--- config.mk ---
export PLATFORM = sky130hd
export DESIGN_NAME = ext_ctl_bus_gen
export DESIGN_NICKNAME = d
export VERILOG_FILES = /design/src/rtl/ecb_pkg.sv /design/src/rtl/ecb_classify.sv /design/src/rtl/ecb_rid_map.sv /design/src/rtl/ecb_seq.sv /design/src/rtl/ext_ctl_bus_gen.sv
export SDC_FILE = /design/constraint.sdc
export NUM_CORES = 1
export LEC_CHECK = 0
export ABC_AREA = 1
export BUFFER_PORTS_ARGS = -buffer_cell sky130_fd_sc_hd__buf_2
export CORE_MARGIN = 3
export CORE_UTILIZATION = 49
export CTS_CLUSTER_SIZE = 40
export DETAILED_ROUTE_END_ITERATION = 10
export GPL_ROUTABILITY_DRIVEN = 0
export PLACE_DENSITY = 0.86
export SETUP_SLACK_MARGIN = 0.05
export SLEW_MARGIN = 5
export SYNTH_ARGS = -nofsm -noshare
export SYNTH_HDL_FRONTEND = slang
export SYNTH_SLANG_ARGS = --single-unit
--- constraint.sdc ---
create_clock -name clk -period 2.6 [get_ports clk]
set_input_delay 0.26 -clock clk [delete_from_list [all_inputs] [get_ports clk]]
set_output_delay 0.26 -clock clk [all_outputs]
set_load 0.01 [all_outputs]
--- src/rtl/ecb_pkg.sv ---
package ecb_pkg;
  localparam int XFER_BYTES = 4;
  localparam int OFS_W      = $clog2(XFER_BYTES);
  localparam int RID_W      = 4;

  typedef enum logic [1:0] {
    ST_IDLE = 2'd0,
    ST_BUS  = 2'd1,
    ST_FIN  = 2'd2
  } seq_state_t;

  typedef enum logic [1:0] {
    EXC_NONE  = 2'd0,
    EXC_ALIGN = 2'd1,
    EXC_DSI   = 2'd2
  } exc_kind_t;

  // Word alignment: low offset bits must be zero.
  function automatic logic off_word(input logic [OFS_W-1:0] lsbs);
    return |lsbs;
  endfunction

  // Alignment outranks the segment check.
  function automatic exc_kind_t pick_exc(input logic misal, input logic tseg);
    if (misal)     return EXC_ALIGN;
    else if (tseg) return EXC_DSI;
    else           return EXC_NONE;
  endfunction
endpackage

--- src/rtl/ecb_classify.sv ---
module ecb_classify
  import ecb_pkg::*;
#(
  parameter int AW = 32
) (
  input  logic [AW-1:0] ea,
  input  logic          seg_t,
  output exc_kind_t     kind
);
  logic misal;
  assign misal = off_word(ea[OFS_W-1:0]);
  assign kind  = pick_exc(misal, seg_t);

  always_comb begin
    a_r4_align_wins: assert (!(misal && kind != EXC_ALIGN));
  end
endmodule

--- src/rtl/ecb_rid_map.sv ---
module ecb_rid_map
  import ecb_pkg::*;
(
  input  logic             active,
  input  logic [RID_W-1:0] rid,
  output logic             burst,
  output logic [2:0]       size
);
  // Field bit 28 is the MSB of the nibble and goes to the burst line.
  assign burst = active & rid[RID_W-1];
  assign size  = active ? rid[RID_W-2:0] : 3'b000;
endmodule

--- src/rtl/ecb_seq.sv ---
module ecb_seq
  import ecb_pkg::*;
#(
  parameter int AW = 32,
  parameter int DW = 32
) (
  input  logic             clk,
  input  logic             rst_n,
  input  logic             req_valid,
  input  logic             req_is_out,
  input  logic [AW-1:0]    req_ea,
  input  logic [DW-1:0]    req_wdata,
  input  logic [RID_W-1:0] rid_in,
  input  logic             xlate_en,
  input  exc_kind_t        kind_in,
  input  logic             bus_ack,
  input  logic [DW-1:0]    bus_rdata,
  output logic             req_ready,
  output logic             bus_valid,
  output logic [AW-1:0]    bus_addr,
  output logic             bus_write,
  output logic [DW-1:0]    bus_wdata,
  output logic [RID_W-1:0] rid_q,
  output logic             done,
  output logic             exc_align,
  output logic             exc_dsi,
  output logic [DW-1:0]    rdata
);
  seq_state_t    st_q;
  logic [AW-1:0] addr_q;
  logic [DW-1:0] wdat_q;
  logic [DW-1:0] rdat_q;
  logic          out_q;
  exc_kind_t     exc_q;

  // Named internal events
  logic accept_ev, ack_ev;
  assign accept_ev = req_valid && (st_q == ST_IDLE);
  assign ack_ev    = (st_q == ST_BUS) && bus_ack;

  always_ff @(posedge clk) begin
    if (!rst_n) begin
      st_q   <= ST_IDLE;
      addr_q <= '0;
      wdat_q <= '0;
      rdat_q <= '0;
      out_q  <= 1'b0;
      exc_q  <= EXC_NONE;
      rid_q  <= '0;
    end else begin
      unique case (st_q)
        ST_IDLE: if (accept_ev) begin
          addr_q <= xlate_en ? req_ea : '0;
          wdat_q <= req_wdata;
          out_q  <= req_is_out;
          rid_q  <= rid_in;
          exc_q  <= kind_in;
          st_q   <= (kind_in == EXC_NONE) ? ST_BUS : ST_FIN;
        end
        ST_BUS: if (ack_ev) begin
          if (!out_q) rdat_q <= bus_rdata;
          st_q <= ST_FIN;
        end
        ST_FIN:  st_q <= ST_IDLE;
        default: st_q <= ST_IDLE;
      endcase
    end
  end

  assign req_ready = (st_q == ST_IDLE);
  assign bus_valid = (st_q == ST_BUS);
  assign bus_addr  = bus_valid ? addr_q : '0;
  assign bus_write = bus_valid & out_q;
  assign bus_wdata = (bus_valid && out_q) ? wdat_q : '0;
  assign done      = (st_q == ST_FIN);
  assign exc_align = done && (exc_q == EXC_ALIGN);
  assign exc_dsi   = done && (exc_q == EXC_DSI);
  assign rdata     = rdat_q;

  a_r12_done_pulse: assert property (@(posedge clk) disable iff (!rst_n)
    done |=> !done);
  a_r4_exc_onehot: assert property (@(posedge clk) disable iff (!rst_n)
    $onehot0({exc_align, exc_dsi}) && ((exc_align || exc_dsi) -> done));
  a_r10_ready_excl: assert property (@(posedge clk) disable iff (!rst_n)
    !(req_ready && bus_valid));
  a_r11_hold_fields: assert property (@(posedge clk) disable iff (!rst_n)
    (bus_valid && !bus_ack) |=> (bus_valid && $stable(bus_addr) &&
      $stable(bus_write) && $stable(bus_wdata) && $stable(rid_q)));
  a_r12_bus_before_done: assert property (@(posedge clk) disable iff (!rst_n)
    (done && !exc_align && !exc_dsi) |-> $past(bus_valid && bus_ack));
endmodule

--- src/rtl/ext_ctl_bus_gen.sv ---
module ext_ctl_bus_gen
  import ecb_pkg::*;
#(
  parameter int AW = 32,
  parameter int DW = 32
) (
  input  logic          clk,
  input  logic          rst_n,
  input  logic          req_valid,
  output logic          req_ready,
  input  logic          req_is_out,
  input  logic [AW-1:0] req_ea,
  input  logic [DW-1:0] req_wdata,
  input  logic [DW-1:0] rid_src,
  input  logic          seg_t,
  input  logic          xlate_en,
  output logic          done,
  output logic          exc_align,
  output logic          exc_dsi,
  output logic [DW-1:0] rdata,
  output logic          bus_valid,
  output logic [AW-1:0] bus_addr,
  output logic          bus_write,
  output logic          bus_burst,
  output logic [2:0]    bus_size,
  output logic [DW-1:0] bus_wdata,
  input  logic          bus_ack,
  input  logic [DW-1:0] bus_rdata
);
  exc_kind_t        kind_w;
  logic [RID_W-1:0] rid_q_w;

  ecb_classify #(.AW(AW)) u_cls (
    .ea(req_ea), .seg_t(seg_t), .kind(kind_w)
  );

  ecb_seq #(.AW(AW), .DW(DW)) u_seq (
    .clk(clk), .rst_n(rst_n), .req_valid(req_valid), .req_is_out(req_is_out),
    .req_ea(req_ea), .req_wdata(req_wdata), .rid_in(rid_src[RID_W-1:0]),
    .xlate_en(xlate_en), .kind_in(kind_w), .bus_ack(bus_ack),
    .bus_rdata(bus_rdata), .req_ready(req_ready), .bus_valid(bus_valid),
    .bus_addr(bus_addr), .bus_write(bus_write), .bus_wdata(bus_wdata),
    .rid_q(rid_q_w), .done(done), .exc_align(exc_align), .exc_dsi(exc_dsi),
    .rdata(rdata)
  );

  ecb_rid_map u_rid (
    .active(bus_valid), .rid(rid_q_w), .burst(bus_burst), .size(bus_size)
  );

  a_r7_sideband_quiet: assert property (@(posedge clk) disable iff (!rst_n)
    !bus_valid |-> (!bus_burst && bus_size == 3'b000));
endmodule

== After elaboration in Yosys (flattened, before gate mapping) ==
Cells that the tools add are included.
W data, S select, Z words.

* Eq/ne operators: 6
* Muxes and demuxes: 10
* Bitwise gates (word level): 3
* Reduce and logical (&&, ||, !) cells: 11

{| class="wikitable"
|+ Operators with widths
! cell !! count
|-
| $mux W32 || 3
|-
| $mux W2 || 5
|-
| $logic_and A1 B1 Y1 || 5
|-
| $eq A2 B1 Y1 const B || 2
|-
| $eq A2 B2 Y1 const B || 2
|-
| $logic_not A2 Y1 || 2
|-
| $pmux W2 S2 || 1
|-
| $reduce_and A2 Y1 || 2
|-
| $mux W3 || 1
|-
| $reduce_and A3 Y1 || 1
|-
| $and A1 B1 Y1 || 2
|-
| $ne A2 B1 Y1 const B || 1
|-
| $ne A2 B2 Y1 const B || 1
|-
| $reduce_or A2 Y1 || 1
|-
| $not A1 Y1 || 1
|}

* Bits in registers: 105
* Input port bits: 135
* Output and inout port bits: 106

== Depth between registers and ports, before layout ==
* Depth after elaboration: 6
* Gate-level depth with buffers: 7
* Mapped depth without buffers: 6

== Hierarchy ==
Synthesis repeated with hierarchy kept, for this count alone.

* Cells, all modules: 803
* Area, all modules: 5028.6 um^2

{| class="wikitable"
|+ Modules (own cells, without submodules)
! module !! times used !! cells an instance !! area each (um^2)
|-
| ecb_seq || 1 || 789 || 4967.3
|-
| ecb_classify || 1 || 6 || 31.3
|-
| ecb_rid_map || 1 || 8 || 30.0
|}

== Least setup slack after synthesis ==
OpenSTA, ideal clock, no wires.

* Kind: register to output
* From: register u_seq.st_q[0]
* To: output port bus_wdata[22]
* Data arrival time: 1.096 ns
* Slack: 1.244 ns
* Cell stages (with the launch flop): 6
* Buffers on the path: 1
* Cells stage by stage: dfxtp_1 > nand2_2 > inv_1 > nand2_2 > buf_2 > nor2_1

* Cells in the longest elaborated chain, start to end: 3

{| class="wikitable"
|+ RTL lines
! element !! line !! text
|-
| start: declaration || ecb_seq.sv:29 || <nowiki>seq_state_t st_q;</nowiki>
|-
| start signal: assignment || ecb_seq.sv:58 || <nowiki>st_q <= (kind_in == EXC_NONE) ? ST_BUS : ST_FIN;</nowiki>
|-
| $eq A2 B1 Y1 || ecb_seq.sv:71 || <nowiki>assign bus_valid = (st_q == ST_BUS);</nowiki>
|-
| via bus_valid || ext_ctl_bus_gen.sv:21 || <nowiki>output logic bus_valid,</nowiki>
|-
| $logic_and A1 B1 Y1 || ecb_seq.sv:74 || <nowiki>assign bus_wdata = (bus_valid && out_q) ? wdat_q : '0;</nowiki>
|-
| $mux W32 || ecb_seq.sv:74 ||
|-
| end: declaration || ext_ctl_bus_gen.sv:26 || <nowiki>output logic [DW-1:0] bus_wdata,</nowiki>
|}

The timed path passes the listed nets, and every way through them passes these cells.

== Worst setup path after layout ==
* From: register u_seq.st_q[1]
* To: output port bus_wdata[20]

* Cells in the longest elaborated chain, start to end: 3

{| class="wikitable"
|+ RTL lines
! element !! line
|-
| $eq A2 B1 Y1 || ecb_seq.sv:71
|-
| $logic_and A1 B1 Y1 || ecb_seq.sv:74
|-
| $mux W32 || ecb_seq.sv:74
|}

No other way between the ends.

==> metrics.txt <==
Yosys reg bits 105; Worst Path Arrival 1700 ps; antenna violations before repair 0; outcome finished, final reports clean; Cell variety after synth 17; Worst Hold Class in -> reg; CP Max Fanout 33; worst skew pair latency 350 ps; internal reg-to-reg setup slack 1030 ps; sequential-to-total area share from yosys stat 44.4%; share of cells above drive strength 1 25.2%; antenna viol nets, final 0; Synth-to-Final Area Change 25.6%; post-CTS sizing 0; Overall Global Routing Usage 20.4%; P per Cell Area 540 mW/mm^2; Avg Vias per Cell 4.34; setup bufs post-CTS 0; Final WS setup 643 ps; Starting Density 50.8%; fin. max-slew vios 0; CTS Hold Buffers Added 0; RSZ-0062 raised after global routing false; H-tree Lvls 3; Num CTS Buffers 9; total gr overflow 0; worst vdd ir 0.311 mV; total power 3.21 mW; relative slew slack 57.3%; Mapped Cells 750; DR iter-0 viols 178; die area 0.0109 sq mm; TNS Setup 0 ps; Setup WS pre-CTS 1000 ps; Max Root-Sink Buffers 2; syn nets 885; fin nets 1072; Port Buf Inserts 212; startpoint class of the critical path flop; CTS tree built; DRC 0; period utilization 75.3%; CTS clock-pin slew for the worst setup and hold paths 100 ps; DRT Pass-1 Iters 4; I/O pin count 241; clock root buffer clkbuf_8; height of the die 104 microns; first-pass GRT wire length 18.7 mm; maxcap violations 0; vias in the first global route 4139; Synthesis Warnings 0; largest net degree at the start of global routing 105; Worst EP required 2340 ps; fmax 511 MHz; mapped cell area 0.00474 sq mm; Leakage Power 3.27 nW; Worst setup EP type output port; Hold Violations, Final 0; Tightest Pin Transition 639 ps; syn avg cell area 6.31 sq um; Routed WL 11.4 mm; Antenna diodes 0; Final Core Density 63.8%; hold slack final 139 ps; Worst Skew 13.5 ps; Filler cells 931; WL/cell 10.7 microns; hpwl dp 7.87 mm; critical path class reg -> out; Clock Sinks 105; Die Width 104 microns; via count 4651; Final min period 1960 ps; final setup fails 0; Core Region 0.00933 sq mm; row count 35
[sequential cells by signal, indices dropped and copies added (netlist names)]
| signal | cells |
|---|---|
| u_seq.addr_q | 32 |
| u_seq.rid_q | 4 |
| u_seq.wdat_q | 32 |
| u_seq.st_q | 2 |
| u_seq.out_q | 1 |
| u_seq.exc_q | 2 |
| u_seq.rdata | 32 |
[final timing paths]
path	from	to	cells past startpoint
min reg2reg	u_seq.rdata[12]$_SDFFE_PN0P_	u_seq.rdata[12]$_SDFFE_PN0P_	2
max reg2reg	u_seq.st_q[1]$_SDFFE_PN0P_	u_seq.rdata[29]$_SDFFE_PN0P_	7
max	u_seq.st_q[1]$_SDFFE_PN0P_	bus_wdata[20]	6
min	req_wdata[24]	u_seq.wdat_q[24]$_SDFFE_PN0P_	3
[cell usage after synthesis, drive strengths merged]
cell | instances | share of area [%]
nor2 | 279 | 23
nand2 | 168 | 13
inv | 111 | 8.8
dfxtp | 105 | 44
o21ai | 39 | 4.1
buf | 29 | 4.9
clkbuf | 13 | 1.0
a21oi | 5 | 0.53
nor3 | 1 | 0.11
[per-stage QoR]
| stage | instance area [sq um] | cells |
|---|---|---|
| after floorplan | 4740 | 750 |
| after global placement | 5760 | 1055 |
| after detailed placement | 5760 | 1055 |
| after CTS | 5950 | 1071 |
| after global routing | 5950 | 1071 |
| final | 5950 | 1071 |
[critical path, cell delays in order (launching register included)]
cell	delay [ps]
dfxtp_1	420
inv_1	70
nand2_2	60
inv_1	60
nand2_2	470
nor2_1	100
buf_2	170
[layer usage]
metal	GRT usage [%]	part of all wire, %
met1	24.3	44
met2	35.0	47
met3	6.15	7.3
met4	6.65	1.9
met5	0	0
[report_power, final]
part	leakage (nW)	internal (mW)	switching (mW)
combinational	2.32	0.189	0.269
sequential	0.863	1.71	0.0502
clock	0.0868	0.450	0.538
[layout by cell type (no fill, tap or decap)]
cell	Yosys	final
clkinvlp_4	0	2
dfxtp_1	105	105
nor2_4	1	1
o21ai_0	35	35
nand2_1	165	165
clkbuf_1	13	3
inv_1	110	110
clkbuf_8	0	9
nand2_2	3	3
nor2_1	277	277
clkinv_4	0	1
inv_2	1	1
buf_2	10	212
o21ai_1	4	4
buf_4	2	3
bufinv_16	0	1
nor3_1	1	1
nor2_8	1	1
buf_12	0	3
a21oi_1	5	5
[cell type report]
type,count,area [sq um],share of cell area (%)
Inverter,111,417,7.01
Timing Repair Buffer,218,1140,19.2
Sequential cell,105,2100,35.3
Clock inverter,4,53.8,0.905
Clock buffer,12,135,2.27
Multi-Input combinational cell,492,1930,32.5
Tap cell,129,161,2.71
[kinds of logic (layout without fill, tap and decap cells)]
family / Yosys count / in the layout / share of synthesized area [%]
AOI/OAI and AO/OA: 44 / 44 / 4.65
and+or+nand+nor: 448 / 448 / 36.2
buffers and inverters: 153 / 345 / 14.8
DFF: 105 / 105 / 44.4
Note: power is estimated with default switching activity, not from simulation.
